### src/rtl/baud_nco_pkg.sv
package baud_nco_pkg;
    typedef enum logic {
        NCO_HALT = 1'b0,
        NCO_RUN  = 1'b1
    } nco_state_e;
endpackage

### src/rtl/baud_nco_ctrl.sv
module baud_nco_ctrl
    import baud_nco_pkg::*;
#(
    parameter int ACC_W = 16
) (
    input  logic             clk,
    input  logic             rst_n,
    input  logic             en,
    input  logic [ACC_W-1:0] nco_inc,
    output logic             run
);
    nco_state_e state_q, state_d;
    logic       go;

    assign go = en && (nco_inc != '0);

    always_comb begin
        state_d = state_q;
        unique case (state_q)
            NCO_HALT: if (go)  state_d = NCO_RUN;   // start
            NCO_RUN:  if (!go) state_d = NCO_HALT;  // stop
            default:           state_d = NCO_HALT;
        endcase
    end

    always_ff @(posedge clk or negedge rst_n) begin
        if (!rst_n) state_q <= NCO_HALT;
        else        state_q <= state_d;
    end

    always_comb begin
        run = (state_q == NCO_RUN);
    end

    // an enabled non-zero increment puts the controller in run
    assert_start_R3: assert property (@(posedge clk) disable iff (!rst_n)
        go |=> run);
    // a zero increment always leads to halt
    assert_zero_halts_R6: assert property (@(posedge clk) disable iff (!rst_n)
        (nco_inc == '0) |=> !run);
endmodule

### src/rtl/baud_nco_accum.sv
module baud_nco_accum #(
    parameter int ACC_W = 16
) (
    input  logic             clk,
    input  logic             rst_n,
    input  logic             run,
    input  logic [ACC_W-1:0] nco_inc,
    output logic             tick
);
    logic [ACC_W-1:0] phase_q;
    logic [ACC_W:0]   sum;

    assign sum = {1'b0, phase_q} + {1'b0, nco_inc};

    always_ff @(posedge clk or negedge rst_n) begin
        if (!rst_n) begin
            phase_q <= '0;
            tick    <= 1'b0;
        end else if (run) begin
            phase_q <= sum[ACC_W-1:0];
            tick    <= sum[ACC_W];
        end else begin
            tick    <= 1'b0;
        end
    end

    // the phase is frozen while halted
    assert_phase_hold_R4: assert property (@(posedge clk) disable iff (!rst_n)
        !run |=> $stable(phase_q));
    // no strobe follows a halted cycle
    assert_no_tick_halted_R4: assert property (@(posedge clk) disable iff (!rst_n)
        !run |=> !tick);
    // a strobe is only possible after an accumulating cycle
    assert_tick_needs_run_R2: assert property (@(posedge clk) disable iff (!rst_n)
        tick |-> $past(run));
endmodule

### src/rtl/baud_nco_div.sv
module baud_nco_div #(
    parameter int OVS = 16
) (
    input  logic clk,
    input  logic rst_n,
    input  logic tick_in,
    output logic tick_out
);
    localparam int CNT_W = (OVS > 1) ? $clog2(OVS) : 1;
    localparam logic [CNT_W-1:0] LAST = CNT_W'(OVS - 1);

    logic [CNT_W-1:0] cnt_q;

    always_ff @(posedge clk or negedge rst_n) begin
        if (!rst_n)       cnt_q <= '0;
        else if (tick_in) cnt_q <= (cnt_q == LAST) ? '0 : cnt_q + 1'b1;
    end

    assign tick_out = tick_in && (cnt_q == LAST);

    // the counter moves only on an incoming strobe
    assert_cnt_hold_R5: assert property (@(posedge clk) disable iff (!rst_n)
        !tick_in |=> $stable(cnt_q));
    // an output strobe returns the counter to zero
    assert_wrap_R5: assert property (@(posedge clk) disable iff (!rst_n)
        tick_out |=> (cnt_q == '0));
endmodule

### src/rtl/baud_nco_gen.sv
module baud_nco_gen #(
    parameter int ACC_W = 16,
    parameter int OVS   = 16
) (
    input  logic             clk,
    input  logic             rst_n,
    input  logic             en,
    input  logic [ACC_W-1:0] nco_inc,
    output logic             tick_x16,
    output logic             tick_1x
);
    logic run;

    baud_nco_ctrl #(.ACC_W(ACC_W)) u_ctrl (
        .clk(clk), .rst_n(rst_n), .en(en), .nco_inc(nco_inc), .run(run));

    baud_nco_accum #(.ACC_W(ACC_W)) u_accum (
        .clk(clk), .rst_n(rst_n), .run(run), .nco_inc(nco_inc), .tick(tick_x16));

    baud_nco_div #(.OVS(OVS)) u_div (
        .clk(clk), .rst_n(rst_n), .tick_in(tick_x16), .tick_out(tick_1x));

    // no strobes at the first clock after reset
    assert_quiet_after_reset_R1: assert property (@(posedge clk) disable iff (!rst_n)
        $rose(rst_n) |-> (!tick_x16 && !tick_1x));
endmodule

### config.mk
export PLATFORM = sky130hd
export DESIGN_NAME = baud_nco_gen
export DESIGN_NICKNAME = d
export VERILOG_FILES = /design/src/rtl/baud_nco_pkg.sv /design/src/rtl/baud_nco_ctrl.sv /design/src/rtl/baud_nco_accum.sv /design/src/rtl/baud_nco_div.sv /design/src/rtl/baud_nco_gen.sv
export SDC_FILE = /design/constraint.sdc
export NUM_CORES = 1
export LEC_CHECK = 0
export ABC_AREA = 1
export BUFFER_PORTS_ARGS = -buffer_cell sky130_fd_sc_hd__buf_2
export CORE_AREA = 4 4 71 53
export CTS_BUF_LIST = sky130_fd_sc_hd__clkbuf_16
export DETAILED_ROUTE_END_ITERATION = 10
export DIE_AREA = 0 0 75 57
export GPL_TIMING_DRIVEN = 0
export PLACE_DENSITY_LB_ADDON = 0.05
export SLEW_MARGIN = 20
export SYNTH_ARGS = -nofsm -noshare
export SYNTH_HDL_FRONTEND = slang
export SYNTH_SLANG_ARGS = --single-unit
### constraint.sdc
create_clock -name clk -period 2.71 [get_ports clk]
set_input_delay 0 -clock clk [delete_from_list [all_inputs] [get_ports clk]]
set_output_delay 0 -clock clk [all_outputs]
set_load 0.01 [all_outputs]
# Word-level counts from Yosys, hierarchy flattened
# Index checks and enable logic that the tools add are counted.
word_totals:
  out_inout_bits: 2
  input_bits: 19
  wordCells: 13
  ff_bits: 22
classes:
  reduce_logical: 3
  n_addsub: 2
  muxes: 3
  n_eq_ne: 1
op_table:
  columns: ["cell", "count"]
  rows:
  - ["$add A16 B16 Y17", 1]
  - ["$reduce_bool A16 Y1", 1]
  - ["$add A4 B1 Y4 const B", 1]
  - ["$eq A4 B4 Y1 const B", 1]
  - ["$mux W4", 1]
  - ["$logic_and A1 B1 Y1", 2]
  - ["$mux W1", 2]

# Depth between registers and ports, before layout
# Gate-level depths: netlist (run 1).
logic_depth:
  word_depth: 3
  depth_mapped: 11

# Cells and area by module
# A second synthesis (run 1) with hierarchy kept.
hier_totals:
  hier_cells: 287
  area_unflattened_um2: 1865.5
modules_own_cells:
  columns: ["module", "area_each_um2", "seq_area_each_um2", "cells_each", "instances"]
  rows:
  - ["baud_nco_accum", 1580.3, 425.4, 246, 1]
  - ["baud_nco_div", 198.9, 100.1, 24, 1]
  - ["baud_nco_ctrl", 86.3, 25.0, 17, 1]

# Worst setup path before layout (run 1)
# Ideal clock, no wire load.
synth_path:
  path_type: "reg-to-reg"
  startpoint: "register u_accum.phase_q[0]"
  endpoint: "register u_accum.phase_q[8]"
  setup_time_ps: 116
  slack_ps: 1060
  t_arrival_ps: 1534
  period_less_slack_ps: 1650
  path_stages_with_launch: 11
  path_cell_list: "dfrtp_1 > ha_1 > fa_1 > nand2_1 > nand2_1 > and2_4 > nand2_1 > nand2_1 > xor2_1 > nand2_1 > nand2_1"
synth_between:
  elab_chain_cells: 1
synth_rtl:
  columns: ["element", "line", "text"]
  rows:
  - ["start, declared", "baud_nco_accum.sv:10", "logic [ACC_W-1:0] phase_q;"]
  - ["start signal, assigned", "baud_nco_accum.sv:20", "phase_q <= sum[ACC_W-1:0];"]
  - ["$add A16 B16 Y17", "baud_nco_accum.sv:13", "assign sum = {1'b0, phase_q} + {1'b0, nco_inc};"]
# No other way between the ends.
# A chain may end at the register's enable or synchronous reset.

# Worst setup path after layout (run 1)
layout_path:
  startpoint: "register u_accum.phase_q[0]"
  endpoint: "register u_accum.phase_q[10]"
# The elaborated chain is that of the path after synthesis.

==> results of run 1 <==
cells in the mapped netlist:
| library cell | number | area [um^2] |
|---|---|---|
| sky130_fd_sc_hd__nand2_1 | 116 | 435 |
| sky130_fd_sc_hd__inv_1 | 42 | 158 |
| sky130_fd_sc_hd__dfrtp_1 | 22 | 551 |
| sky130_fd_sc_hd__nand3_1 | 22 | 110 |
| sky130_fd_sc_hd__ha_1 | 17 | 213 |
| sky130_fd_sc_hd__nor2_1 | 14 | 52.6 |
| sky130_fd_sc_hd__a21oi_1 | 8 | 40.0 |
| sky130_fd_sc_hd__o21ai_0 | 6 | 30.0 |
| sky130_fd_sc_hd__nor4_1 | 4 | 25.0 |
| sky130_fd_sc_hd__nor3_1 | 3 | 15.0 |
| sky130_fd_sc_hd__or2_1 | 3 | 18.8 |
| sky130_fd_sc_hd__and2_1 | 2 | 12.5 |
| sky130_fd_sc_hd__nand3b_1 | 2 | 15.0 |
| sky130_fd_sc_hd__nand4_1 | 2 | 12.5 |
| sky130_fd_sc_hd__or2_0 | 2 | 12.5 |
| sky130_fd_sc_hd__xnor2_1 | 2 | 17.5 |
| sky130_fd_sc_hd__xor2_1 | 2 | 17.5 |
| sky130_fd_sc_hd__a31oi_1 | 1 | 6.26 |
| sky130_fd_sc_hd__and2_4 | 1 | 8.76 |
| sky130_fd_sc_hd__buf_2 | 1 | 5.00 |
| sky130_fd_sc_hd__buf_6 | 1 | 11.3 |
| sky130_fd_sc_hd__clkinv_1 | 1 | 3.75 |
| sky130_fd_sc_hd__fa_1 | 1 | 20.0 |
| sky130_fd_sc_hd__nand3_2 | 1 | 10.0 |
layout make-up:
class                   instances  area share [%]
inverters                      43            7.79
repair buffers                 22            5.79
clock buffers                   3            3.62
flip-flops and latches         22            26.6
multi-input cells             209            51.7
well taps                      38            2.29
clock inverters                 1            1.45
plain buffers                   2           0.785
through the flow:
step	hold slack (ps)	cell area, um^2	utilization (%)	instances	setup WS, ps
CTS	58.1	2070	67.2	340	910
finish	77.5	2070	67.2	340	888
global route	80.1	2070	67.2	340	742
floorplan	-296	1800	-	276	1060
global placement	2.99	1950	63.2	334	951
detailed placement	12.5	1950	63.2	334	929
cell usage in the layout, fill, tap and decap left out, types with 3 or more instances in the layout:
cell type	netlist	final
sky130_fd_sc_hd__nand2_1	116	116
sky130_fd_sc_hd__inv_1	42	42
sky130_fd_sc_hd__nand3_1	22	22
sky130_fd_sc_hd__dfrtp_1	22	22
sky130_fd_sc_hd__buf_2	1	21
sky130_fd_sc_hd__ha_1	17	17
sky130_fd_sc_hd__nor2_1	14	14
sky130_fd_sc_hd__a21oi_1	8	8
sky130_fd_sc_hd__o21ai_0	6	6
sky130_fd_sc_hd__nor4_1	4	4
sky130_fd_sc_hd__or2_1	3	3
sky130_fd_sc_hd__nor3_1	3	3
sky130_fd_sc_hd__clkbuf_16	0	3
metal layers:
metal	global-route usage, %	routed length, um
met2	35.2	1860
met3	5.11	277
met1	35.9	2250
met5	0	0
met4	3.55	38
registers in the layout, summed over array words and instances (netlist names):
name and count:
u_accum.phase_q 16, u_div.cnt_q 4, u_accum.tick 1, u_ctrl.run 1
how the worst max path moves through the flow:
stage,start,endpoint,slack [ps],cells past startpoint
finish,u_accum.phase_q[0],u_accum.phase_q[10],890,10
global route,u_accum.phase_q[0],u_accum.phase_q[10],740,10
CTS,u_accum.phase_q[0],u_accum.phase_q[8],910,10
detailed placement,u_accum.phase_q[0],u_accum.phase_q[8],930,10
global placement,u_accum.phase_q[0],u_accum.tick,950,9
floorplan,u_accum.phase_q[0],u_accum.phase_q[8],1060,10
cell families (layout without fill, tap and decap cells):
family          count (synthesis)  after routing  synth area share, %
simple gates                  172            172                 40.4
flops                          22             22                 30.6
compound gates                 15             15                 4.24
xor+xnor                        4              4                 1.95
fa+ha+maj                      18             18                 12.9
buf+inv                        45             71                 9.87
worst max-delay path, cell delays in order (launching register included):
cell and delay, ps:
sky130_fd_sc_hd__dfrtp_1 380, sky130_fd_sc_hd__ha_1 200, sky130_fd_sc_hd__fa_1 380, sky130_fd_sc_hd__nand2_1 120
sky130_fd_sc_hd__nand2_1 80, sky130_fd_sc_hd__nand3_1 70, sky130_fd_sc_hd__nand2_1 120, sky130_fd_sc_hd__nand2_1 120
sky130_fd_sc_hd__nand3b_1 80, sky130_fd_sc_hd__nand3_1 100, sky130_fd_sc_hd__nand2_1 60
power groups by stage:
stage	clock network, mW	registers, mW	logic [mW]
floorplan	0	0.566	0.973
global placement	0	0.590	1.20
detailed placement	0	0.593	1.23
CTS	0.428	0.588	1.25
global route	0.449	0.609	1.46
finish	0.423	0.588	1.26
==> summary by stage, run 1 <==
Min path
The capture endpoint of the worst hold path is u_ctrl.run. The path category of the worst min-delay check is in2reg. The worst hold path passes through 3 cells. The worst hold path begins at nco_inc[2].

Power and ir drop
The leakage power is 1.22 nW. Summed over all nets, the switching power comes to 1.02 mW. The part of the total power dissipated in sequential elements is 25.9%. Of the total power, the share spent switching nets is 44.7%. Overall power consumption after layout is estimated at 2.27 mW.

The cell-internal power is 1.25 mW. The proportion of power drawn by the clock network is 18.7%. The power density of the placed cells is 1090 nW/um^2. Combinational cells account for 55.4% of the total power.

VDD sags by at most 0.711 mV.

Worst setup path
The biggest fanout along the worst timing path is 4. The critical path endpoint category is a flip-flop. The flop-to-flop setup slack is 890 ps. The worst setup path is launched from a flip-flop.

Data on the critical path is required at its endpoint by 2860 ps. The startpoint identified for the worst register-to-register timing path is u_accum.phase_q[0]. The worst register-to-register path has a depth of 10.

The setup path with the least slack is of type reg2reg. The signal arrival time at the worst endpoint is 1970 ps. The worst register-to-register path ends at u_accum.phase_q[10].

Drt
The iteration count of the initial detailed-routing pass is 4. The DRC violation total after the first TritonRoute iteration is 114. The final layout contains routed wiring with a total length of 4420 um.

The number of antenna-violating nets in the routed design is 0. Summing over every cut layer, the via total after detailed routing is 1,761. After detailed routing, the average wire length per cell comes to 13.0 um.

The ratio of routed vias to standard cells is 5.18. After detailed routing, the number of remaining DRC violations is 0.

Die
The core region is 3080 um^2. The cell row count is 17. The initial utilization of the core area, before any placement, comes to 58.4%. For this design the top-level I/O count stands at 21.

Measured along the y axis, the die boundary spans 57 um. The die area is 4280 um^2. The chip width is 75 um.

Global route
The first-pass GRT wire length is 7800 um. The number of global-route vias before repair came to 1,697. The total global routing overflow is 0. The pin count of the biggest net entering global routing is 23.

The number of antenna violations at the first check in global routing is 0. The global-route usage over all layers is 23.7%.

Place
The number of buffers added on ports is 20. The congestion estimate from routability-driven global placement came to 0.856. The HPWL after detailed placement is 3450 um.

Yosys
Synthesis produced a netlist whose cell count is 276. The part of the Yosys area used for sequential elements is 30.6%. Counting flops and latches in the post-synthesis netlist gives 22. The total of warnings raised by yosys is 0. The number of nets in the synthesized netlist is 313. The post-synth design cell area is 1800 um^2. In this run, distinct cell masters in the synthesized netlist total 24. The synthesized area per cell is 6.52 um^2.

Final layout
0 antenna diodes ended up in the layout. The count of fill cells added during filler insertion is 286. After the last flow step, the layout net total stands at 340. The layout overhead on the synthesized area is 15.1%. The sequential cells in the finished layout cover a total of 551 um^2. The multi-input logic area is 1070 um^2.

The fraction of final layout cells with drive strength greater than 1 is 9.27%.

Clock network
The H-tree depth reported by CTS is 1. For this design, the CTS-stage hold fixing added 2 buffers. The clock net in this run drives a total of 22 sinks.

The clock tree buffer depth is 2. The number of CTS-inserted buffers is 3. The buffer cell driving the clock tree root is sky130_fd_sc_hd__clkbuf_16. In this run, post-CTS repair resized a total of 0 instances.

The insertion delay of the later-clocked pin in the worst-skew pair is 260 ps. The clock slew seen by the registers of the worst setup and hold paths is 60 ps. The clock tree from TritonCTS is yes. The post-CTS setup repair buffer count is 0.

Timing
The maximum clock rate is 549 MHz. After routing, the total negative slack on setup checks comes to 0 ps. The number of max-slew violations in the final report was 0. The clock arrives with 5.70 ps of skew.

The final count of hold timing violations is 0. The number of failing setup endpoints in the final timing report is 0. Setup repair after global routing left no endpoint under its margin. The remaining max-slew budget at the tightest pin is 65.4%.

The time the worst path needs with I/O delays and setup is 1820 ps. Dividing the final minimum period by the clock period gives 67.2%. At the pin with the least slew margin, the transition time is 520 ps.

Run status
The run finished with clean final reports.

Flow run
The tool flagged a number of max-cap violations equal to 0.
No activity file was read; power rests on OpenSTA's default activity.
==> run 2, diff against run 1 <==
Settings changed: CORE_AREA 4 4 71 53 to 4 4 72 54, DIE_AREA 0 0 75 57 to 0 0 76 58.
Clock period 2.71 ns to 1.9 ns, I/O delays scaled along.
==> summary by stage, run 2 (synthesis results as in run 1) <==
Worst setup path
The count of buffering cells on the critical path with inverters included is 0 (unchanged). The type of element launching the critical path was a flip-flop (unchanged). The most common cell type on the critical path was sky130_fd_sc_hd__nand2_1 (unchanged).

The data required time at the worst endpoint was 2050 ps (was 2860 ps). The biggest fanout along the worst timing path is 3 (was 4). The peak per-stage delay on the critical path is 380 ps (about the same). Cells traversed along the worst timing path: ha_1, fa_1, nand2_1, nand2_1, and2_4, nand3_2, nand3_1, a21oi_2, nor2_1 (was ha_1, fa_1, nand2_1, nand2_1, nand3_1, nand2_1, nand2_1, nand3b_1, nand3_1, nand2_1). The critical path class was reg2reg (unchanged). The cell family with the largest share of critical-path delay is adder cells (was simple AND/OR/NAND/NOR gates). The worst-path cell with the longest stage delay is sky130_fd_sc_hd__dfrtp_1 (unchanged). The critical path endpoint category is a flip-flop (unchanged). The signal arrival time at the worst endpoint came to 1960 ps (was 1970 ps).

Drt
The number of antenna-violating nets in the routed design was 0 (unchanged). The iteration count of the initial detailed-routing pass came to 4 (unchanged). The ratio of routed vias to standard cells came to 5.07 (was 5.18). The final routed DRC violation total was 0 (unchanged).

The routed length per instance is 12.9 um (was 13.0 um). The aggregate routed wire length is 4380 um (was 4420 um). The routed via count came to 1,723 (was 1,761). The DRC violation total after the first TritonRoute iteration came to 73 (was 114).

Timing
The number of max-slew violations in the final report is 0 (unchanged). The setup total negative slack is 0 ps (unchanged). The remaining max-slew budget at the tightest pin came to 64.8% (was 65.4%).

The maximum clock rate is 551 MHz (was 549 MHz). The tightest hold margin is 60.1 ps (was 77.5 ps). The slew of the pin with the lowest slew margin is 528 ps (was 520 ps).

The clock tree skew after final layout is 6.12 ps (was 5.70 ps). Unrepaired setup endpoints after global routing: yes (was no). The number of failing setup endpoints in the final timing report came to 0 (unchanged). The part of the cycle the worst path needs is 95.6% (was 67.2%).

The time the worst path needs with I/O delays and setup is 1820 ps (about the same). The final worst setup slack is 83.9 ps (was 888 ps). The final count of hold timing violations is 0 (unchanged).

Global route
The number of antenna violations at the first check in global routing was 0 (unchanged). The global-route usage over all layers came to 20.5% (was 23.7%). The number of global-route vias before repair is 1,607 (was 1,697).

The pin count of the biggest net entering global routing is 23 (unchanged). The first-pass GRT wire length is 7260 um (was 7800 um). The total global routing overflow is 0 (unchanged).

Power and ir drop
The proportion of power drawn by the clock network is 18.9% (was 18.7%). The power density of the placed cells is 1560 nW/um^2 (was 1090 nW/um^2). The leakage power was 1.22 nW (about the same). The peak supply drop is 0.864 mV (was 0.711 mV). The total power is 3.26 mW (was 2.27 mW). The reported net switching power was 1.47 mW (was 1.02 mW). The proportion of total power due to net switching came to 45.0% (was 44.7%). The part of the total power dissipated in sequential elements is 25.9% (about the same). The cell-internal power is 1.79 mW (was 1.25 mW). The proportion of power drawn by combinational gates came to 55.2% (was 55.4%).

Run status
Outcome: complete, no violations (unchanged).

Final layout
Registers with the most flip-flops: u_accum.phase_q (16), u_div.cnt_q (4) (unchanged). The most common cell after layout, fill and taps aside is sky130_fd_sc_hd__nand2_1 (unchanged). The final standard cell area without fillers is 2080 um^2 (was 2070 um^2).

The net total in the final layout is 340 (unchanged). The register with the most flip-flops is u_accum.phase_q (unchanged). The number of antenna repair diodes is 0 (unchanged). The count of fill cells added during filler insertion is 277 (was 286). The fraction of final layout cells with drive strength greater than 1 is 10.3% (was 9.27%).

The flip-flop count of the largest register, all copies and words added came to 16 (unchanged). The layout overhead on the synthesized area is 15.8% (was 15.1%). The post-layout instance count excluding filler cells is 340 (unchanged).

Commonest cells after routing, fill and taps aside: sky130_fd_sc_hd__nand2_1, sky130_fd_sc_hd__inv_1, sky130_fd_sc_hd__nand3_1, sky130_fd_sc_hd__dfrtp_1, sky130_fd_sc_hd__buf_2 (unchanged). The final cell utilization of the core was 66.7% (was 67.2%).

Die
The vertical extent of the die is 58 um (was 57 um). The cell row count is 17 (unchanged). The top-level I/O count is 21 (unchanged). The starting density of the core is 57.6% (was 58.4%). The die area came to 4410 um^2 (was 4280 um^2). The chip width came to 76 um (was 75 um).

The placeable core region is 3130 um^2 (was 3080 um^2).

Place
The post-placement worst setup slack is 104 ps (was 929 ps). The weighted congestion reported at the end of routability-driven placement is 0.881 (was 0.856). The HPWL after detailed placement was 3370 um (was 3450 um). The number of buffers added on ports was 20 (unchanged). The placement-stage cell area is 1950 um^2 (unchanged).

The instance count after placement with tap cells included is 334 (unchanged).

Clock network
The number of sinks driven by the clock tree is 22 (unchanged). The clock tree buffer depth is 2 (unchanged). The number of CTS-inserted buffers is 3 (unchanged). The clock tree from TritonCTS is yes (unchanged). The H-tree depth reported by CTS is 1 (unchanged). The buffer cell driving the clock tree root is sky130_fd_sc_hd__clkbuf_16 (unchanged). The clock slew seen by the registers of the worst setup and hold paths came to 60 ps (about the same).

The insertion delay of the later-clocked pin in the worst-skew pair is 260 ps (about the same).

Flow run
The number of maximum-capacitance constraint violations is 0 (unchanged).

Min path
The path category of the worst min-delay check is in2reg (unchanged).
[run 2: cell counts in the layout (fill, tap and decap cells not counted)]
Identical to the previous run, type by type.
[run 2: power by group through the flow]
| stage | sequential [mW] | clock [mW] | combinational (mW) |
|---|---|---|---|
| after CTS | 0.842 | 0.618 | 1.76 |
| after detailed placement | 0.847 | 0 | 1.74 |
| after global routing | 0.873 | 0.640 | 2.10 |
| final | 0.844 | 0.616 | 1.80 |
| after global placement | 0.844 | 0 | 1.71 |
| after floorplan | 0.807 | 0 | 1.39 |
[run 2: worst reg2reg max path, stage by stage, from the launching register on]
cell                      delay, ps
sky130_fd_sc_hd__dfrtp_1        380
sky130_fd_sc_hd__ha_1           200
sky130_fd_sc_hd__fa_1           380
sky130_fd_sc_hd__nand2_1        120
sky130_fd_sc_hd__nand2_1         80
sky130_fd_sc_hd__and2_4         150
sky130_fd_sc_hd__nand3_2         60
sky130_fd_sc_hd__nand3_1        110
sky130_fd_sc_hd__a21oi_2        160
sky130_fd_sc_hd__nor2_1          50
[run 2: area by class of cell]
cell class                 count  area, um^2  share of cell area [%]
clock inverter                 1        30.0                    1.44
tap                           38        47.5                    2.28
buffer                         2        16.3                   0.780
timing repair buffer          22         120                    5.76
inverter                      43         161                    7.74
clock buffer                   3        75.1                    3.60
sequential                    22         551                    26.4
multi-input combinational    209        1080                    52.0
[run 2: worst paths after layout]
path | depth (start not counted) | to | slack [ps] | startpoint
setup / recovery | 9 | u_accum.tick | 80 | u_accum.phase_q[0]
hold / removal | 3 | u_ctrl.run | 60 | nco_inc[2]
setup reg to reg | 9 | u_accum.tick | 80 | u_accum.phase_q[0]
hold reg to reg | 2 | u_accum.phase_q[14] | 490 | u_accum.phase_q[14]
max in group asynchronous | 2 | u_accum.phase_q[14] | 1290 | rst_n
min in group asynchronous | 2 | u_accum.phase_q[3] | 240 | rst_n
[run 2: routing by layer]
layer	GRT usage [%]	up-vias	share of wire, %
met5	0	-	0
met1	30.5	777	54
met3	3.73	4	4.2
met2	32.2	29	42
met4	2.28	0	0.50
li1	-	913	-
[run 2: timing repair]
item                                    CTS  global route
gates resized for setup                   0             3
endpoints found under the setup margin    0             4
hold buffers                              2             0
endpoints found under the hold margin    23             0
buffers inserted                          0             0
==> run 3, diff against run 2 <==
Settings changed: ABC_AREA 1 to unset, CORE_AREA 4 4 72 54 to 4 4 69 52, DIE_AREA 0 0 76 58 to 0 0 73 56.
Clock period 1.9 ns to 2.3 ns, I/O delays scaled along.
==> summary by stage, run 3 <==
Run status
Outcome: complete, no violations (unchanged).

Final layout
The net total in the final layout is 250 (was 340). Registers with the most flip-flops: u_accum.phase_q (16), u_div.cnt_q (4) (unchanged). Commonest cells after routing, fill and taps aside: sky130_fd_sc_hd__buf_2, sky130_fd_sc_hd__dfrtp_1, sky130_fd_sc_hd__a21oi_1, sky130_fd_sc_hd__nor2_1, sky130_fd_sc_hd__ha_1 (was sky130_fd_sc_hd__nand2_1, sky130_fd_sc_hd__inv_1, sky130_fd_sc_hd__nand3_1, sky130_fd_sc_hd__dfrtp_1, sky130_fd_sc_hd__buf_2). The count of fill cells added during filler insertion came to 256 (was 277). The final standard cell area without fillers is 1940 um^2 (was 2080 um^2). The number of antenna repair diodes is 0 (unchanged). The multi-input logic area is 1090 um^2 (was 1080 um^2).

The layout overhead on the synthesized area is 14.8% (was 15.8%). The register with the most flip-flops is u_accum.phase_q (unchanged). The most common cell after layout, fill and taps aside is sky130_fd_sc_hd__buf_2 (was sky130_fd_sc_hd__nand2_1). The area used by sequential logic in the layout is 551 um^2 (unchanged).

The flip-flop count of the largest register, all copies and words added was 16 (unchanged). The fraction of final layout cells with drive strength greater than 1 came to 20.8% (was 10.3%).

Drt
The routed via count is 1,564 (was 1,723). The iteration count of the initial detailed-routing pass was 5 (was 4). The final routed DRC violation total is 0 (unchanged).

The aggregate routed wire length came to 4180 um (was 4380 um). The number of antenna-violating nets in the routed design is 0 (unchanged). The ratio of routed vias to standard cells is 6.26 (was 5.07). The routed length per instance is 16.7 um (was 12.9 um). The DRC violation total after the first TritonRoute iteration was 96 (was 73).

Worst setup path
The biggest fanout along the worst timing path is 4 (was 3). The count of buffering cells on the critical path with inverters included was 0 (unchanged). The critical path endpoint category is a flip-flop (unchanged). The critical path class is reg2reg (unchanged).

The critical path startpoint is u_accum.phase_q[0] (unchanged). Cells traversed along the worst timing path: ha_1, fa_1, a211oi_2, o21ai_2, a21oi_1, xnor2_1, mux2_2 (was ha_1, fa_1, nand2_1, nand2_1, and2_4, nand3_2, nand3_1, a21oi_2, nor2_1). The critical register-to-register path startpoint is u_accum.phase_q[0] (unchanged).

The data required time at the worst endpoint came to 2440 ps (was 2050 ps). The signal arrival time at the worst endpoint is 2270 ps (was 1960 ps). The worst-path cell with the longest stage delay was sky130_fd_sc_hd__fa_1 (was sky130_fd_sc_hd__dfrtp_1).

The type of element launching the critical path was a flip-flop (unchanged). The peak per-stage delay on the critical path is 460 ps (was 380 ps). The cell family with the largest share of critical-path delay is adder cells (unchanged).

Yosys
The dominant cell by count in the synthesized netlist was sky130_fd_sc_hd__dfrtp_1 (was sky130_fd_sc_hd__nand2_1). The number of standard cells after synthesis is 186 (was 276). The total of warnings raised by yosys is 0 (unchanged).

The number of enable-type register cells in the synthesized netlist came to 0 (unchanged). The post-synth design cell area is 1690 um^2 (was 1800 um^2). The part of the Yosys area used for sequential elements is 32.5% (was 30.6%). The flip-flop cell with the highest count after synthesis is sky130_fd_sc_hd__dfrtp_1 (unchanged). The fraction of the mapped netlist area in adder cells was 13.7% (was 12.9%). Leading cell types by total area after synthesis: sky130_fd_sc_hd__dfrtp_1, sky130_fd_sc_hd__ha_1, sky130_fd_sc_hd__a21oi_1 (was sky130_fd_sc_hd__dfrtp_1, sky130_fd_sc_hd__nand2_1, sky130_fd_sc_hd__ha_1).

Top post-synthesis cells by count: sky130_fd_sc_hd__dfrtp_1, sky130_fd_sc_hd__a21oi_1, sky130_fd_sc_hd__ha_1, sky130_fd_sc_hd__nor2_1, sky130_fd_sc_hd__nand2_1 (was sky130_fd_sc_hd__nand2_1, sky130_fd_sc_hd__inv_1, sky130_fd_sc_hd__dfrtp_1, sky130_fd_sc_hd__nand3_1, sky130_fd_sc_hd__ha_1). The flip-flop and latch count after synthesis is 22 (unchanged). The cell type with the highest aggregate area in the netlist is sky130_fd_sc_hd__dfrtp_1 (unchanged). The post-synthesis cell type count was 45 (was 24). The largest family of logic cells by synthesized area was compound AO/OA/AOI/OAI gates (was simple AND/OR/NAND/NOR gates).

The compound-cell area share of the yosys netlist is 24.3% (was 4.24%). The fraction of registers with async set/reset came to 100% (unchanged). The number of nets in the synthesized netlist is 223 (was 313).

The share of synthesized area spent on multiplexers is 4.66% (was 0%). The simple-gate share of the synthesized area is 17.8% (was 40.4%). The synthesized area per cell came to 9.10 um^2 (was 6.52 um^2). The area share of the leading cell type in the synthesized netlist was 32.5% (was 30.6%). The xor-xnor portion of the synthesized cell area is 3.62% (was 1.95%).

Timing
The final count of hold timing violations was 0 (unchanged). The remaining max-slew budget at the tightest pin was 59.3% (was 64.8%). Unrepaired setup endpoints after global routing: no (was yes). The tightest hold margin came to 87.3 ps (was 60.1 ps). The clock tree skew after final layout is 2.02 ps (was 6.12 ps).

The final worst setup slack is 165 ps (was 83.9 ps). The time the worst path needs with I/O delays and setup is 2130 ps (was 1820 ps). The number of failing setup endpoints in the final timing report is 0 (unchanged).

The maximum clock rate is 468 MHz (was 551 MHz). The number of max-slew violations in the final report is 0 (unchanged). The part of the cycle the worst path needs is 92.8% (was 95.6%). The setup total negative slack was 0 ps (unchanged).

The slew of the pin with the lowest slew margin was 610 ps (was 528 ps).

Place
The HPWL after detailed placement is 3150 um (was 3370 um). The placement-stage cell area is 1840 um^2 (was 1950 um^2). The weighted congestion reported at the end of routability-driven placement came to 0.862 (was 0.881). The number of buffers added on ports is 20 (unchanged).

The post-placement worst setup slack was 141 ps (was 104 ps).

Die
The starting density of the core is 56.4% (was 57.6%). The top-level I/O count is 21 (unchanged). The chip width is 73 um (was 76 um).

The placeable core region came to 3000 um^2 (was 3130 um^2). The die area was 4090 um^2 (was 4410 um^2). The cell row count came to 17 (unchanged). The vertical extent of the die was 56 um (was 58 um).

Global route
The global-route usage over all layers is 22.0% (was 20.5%). The number of antenna violations at the first check in global routing came to 0 (unchanged). The number of global-route vias before repair is 1,542 (was 1,607). The pin count of the biggest net entering global routing is 23 (unchanged). The total global routing overflow was 0 (unchanged). The first-pass GRT wire length is 7190 um (was 7260 um).

Clock network
The number of sinks driven by the clock tree is 22 (unchanged). The number of CTS-inserted buffers is 3 (unchanged). The buffer cell driving the clock tree root is sky130_fd_sc_hd__clkbuf_16 (unchanged). The insertion delay of the later-clocked pin in the worst-skew pair was 250 ps (was 260 ps).

The clock tree buffer depth was 2 (unchanged). The clock slew seen by the registers of the worst setup and hold paths came to 60 ps (about the same). The clock tree from TritonCTS is yes (unchanged). The post-CTS setup repair buffer count is 0 (unchanged).

The H-tree depth reported by CTS is 1 (unchanged).

Power and ir drop
The reported net switching power is 1.16 mW (was 1.47 mW). The proportion of total power due to net switching is 43.6% (was 45.0%). The leakage power came to 0.827 nW (was 1.22 nW). The total power was 2.66 mW (was 3.26 mW). The part of the total power dissipated in sequential elements is 26.5% (was 25.9%). The proportion of power drawn by the clock network was 14.0% (was 18.9%). The cell-internal power came to 1.50 mW (was 1.79 mW). The power density of the placed cells came to 1370 nW/um^2 (was 1560 nW/um^2). The peak supply drop came to 0.664 mV (was 0.864 mV). The proportion of power drawn by combinational gates was 59.5% (was 55.2%).

Min path
The launch point of the worst hold path is nco_inc[8] (was nco_inc[2]). The path category of the worst min-delay check is in2reg (unchanged).

Flow run
The number of maximum-capacitance constraint violations is 0 (unchanged).
==> run 3: cell count changes in the layout (fill, tap and decap cells not counted), sizes merged, moves of 4 or more <==
cell,previous run,this run
a21oi,8,19
o21ai,6,13
a211oi,0,6
nand3,23,6
xnor2,2,6
or3,0,4
mux2,0,7
nand4,2,9
nand2,116,13
inv,42,5
==> run 3: final timing paths <==
path	to	slack (ps)	depth (start not counted)
hold reg to reg	u_accum.phase_q[11]	500	2
hold / removal	u_ctrl.run	90	3
setup reg to reg	u_accum.phase_q[12]	170	7
min in group asynchronous	u_accum.phase_q[4]	270	2
max in group asynchronous	u_accum.tick	1690	2
setup / recovery	u_accum.phase_q[12]	170	7
==> run 3: kinds of logic (layout without fill, tap and decap cells) <==
kind of cell,count (synthesis),after routing
flops,22,22
buf+inv,12,38
xor+xnor,7,7
fa+ha+maj,18,18
simple gates,61,61
mux,7,7
compound gates,59,59
==> run 3: power by group through the flow <==
stage	combinational [mW]	sequential (mW)	clock [mW]
2_1_floorplan	1.24	0.681	0
3_3_place_gp	1.49	0.698	0
3_5_place_dp	1.54	0.710	0
4_1_cts	1.56	0.704	0.381
5_1_grt	1.78	0.733	0.393
6_report	1.59	0.705	0.372
==> run 3: final cells by class <==
cell class,count,area share [%]
plain buffers,7,1.93
clock buffers,3,3.86
clock inverters,1,0.193
inverters,5,0.966
multi-input cells,152,56.1
flip-flops and latches,22,28.3
well taps,38,2.45
repair buffers,22,6.18
==> run 3: through the flow <==
| step | std cells | util, % |
|---|---|---|
| 6_report | 250 | 64.8 |
| 5_1_grt | 250 | 64.8 |
| 4_1_cts | 250 | 64.7 |
| 3_5_place_dp | 244 | 61.4 |
| 3_3_place_gp | 244 | 61.4 |
| 2_1_floorplan | 186 | - |
==> run 3: timing repair <==
item / 4_1_cts / 5_1_grt
endpoints found under the hold margin: 23 / 0
gates resized for setup: 0 / 1
endpoints found under the setup margin: 0 / 2
hold buffers: 2 / 0
==> run 3: layer usage <==
metal	share of wire [%]	vias up	track usage (%)
li1	-	763	-
met1	49	748	31.9
met2	44	47	34.0
met3	5.9	6	4.69
met4	1.3	0	3.16
met5	0	-	0
==> run 3: worst register-to-register path: cells and delay by family, from the launching register on <==
kind / cells / cell delay, ps
adders and majority gates: 2 / 680
AOI/OAI and AO/OA: 3 / 640
DFF: 1 / 370
muxes: 1 / 260
xor gates and xnor gates: 1 / 80
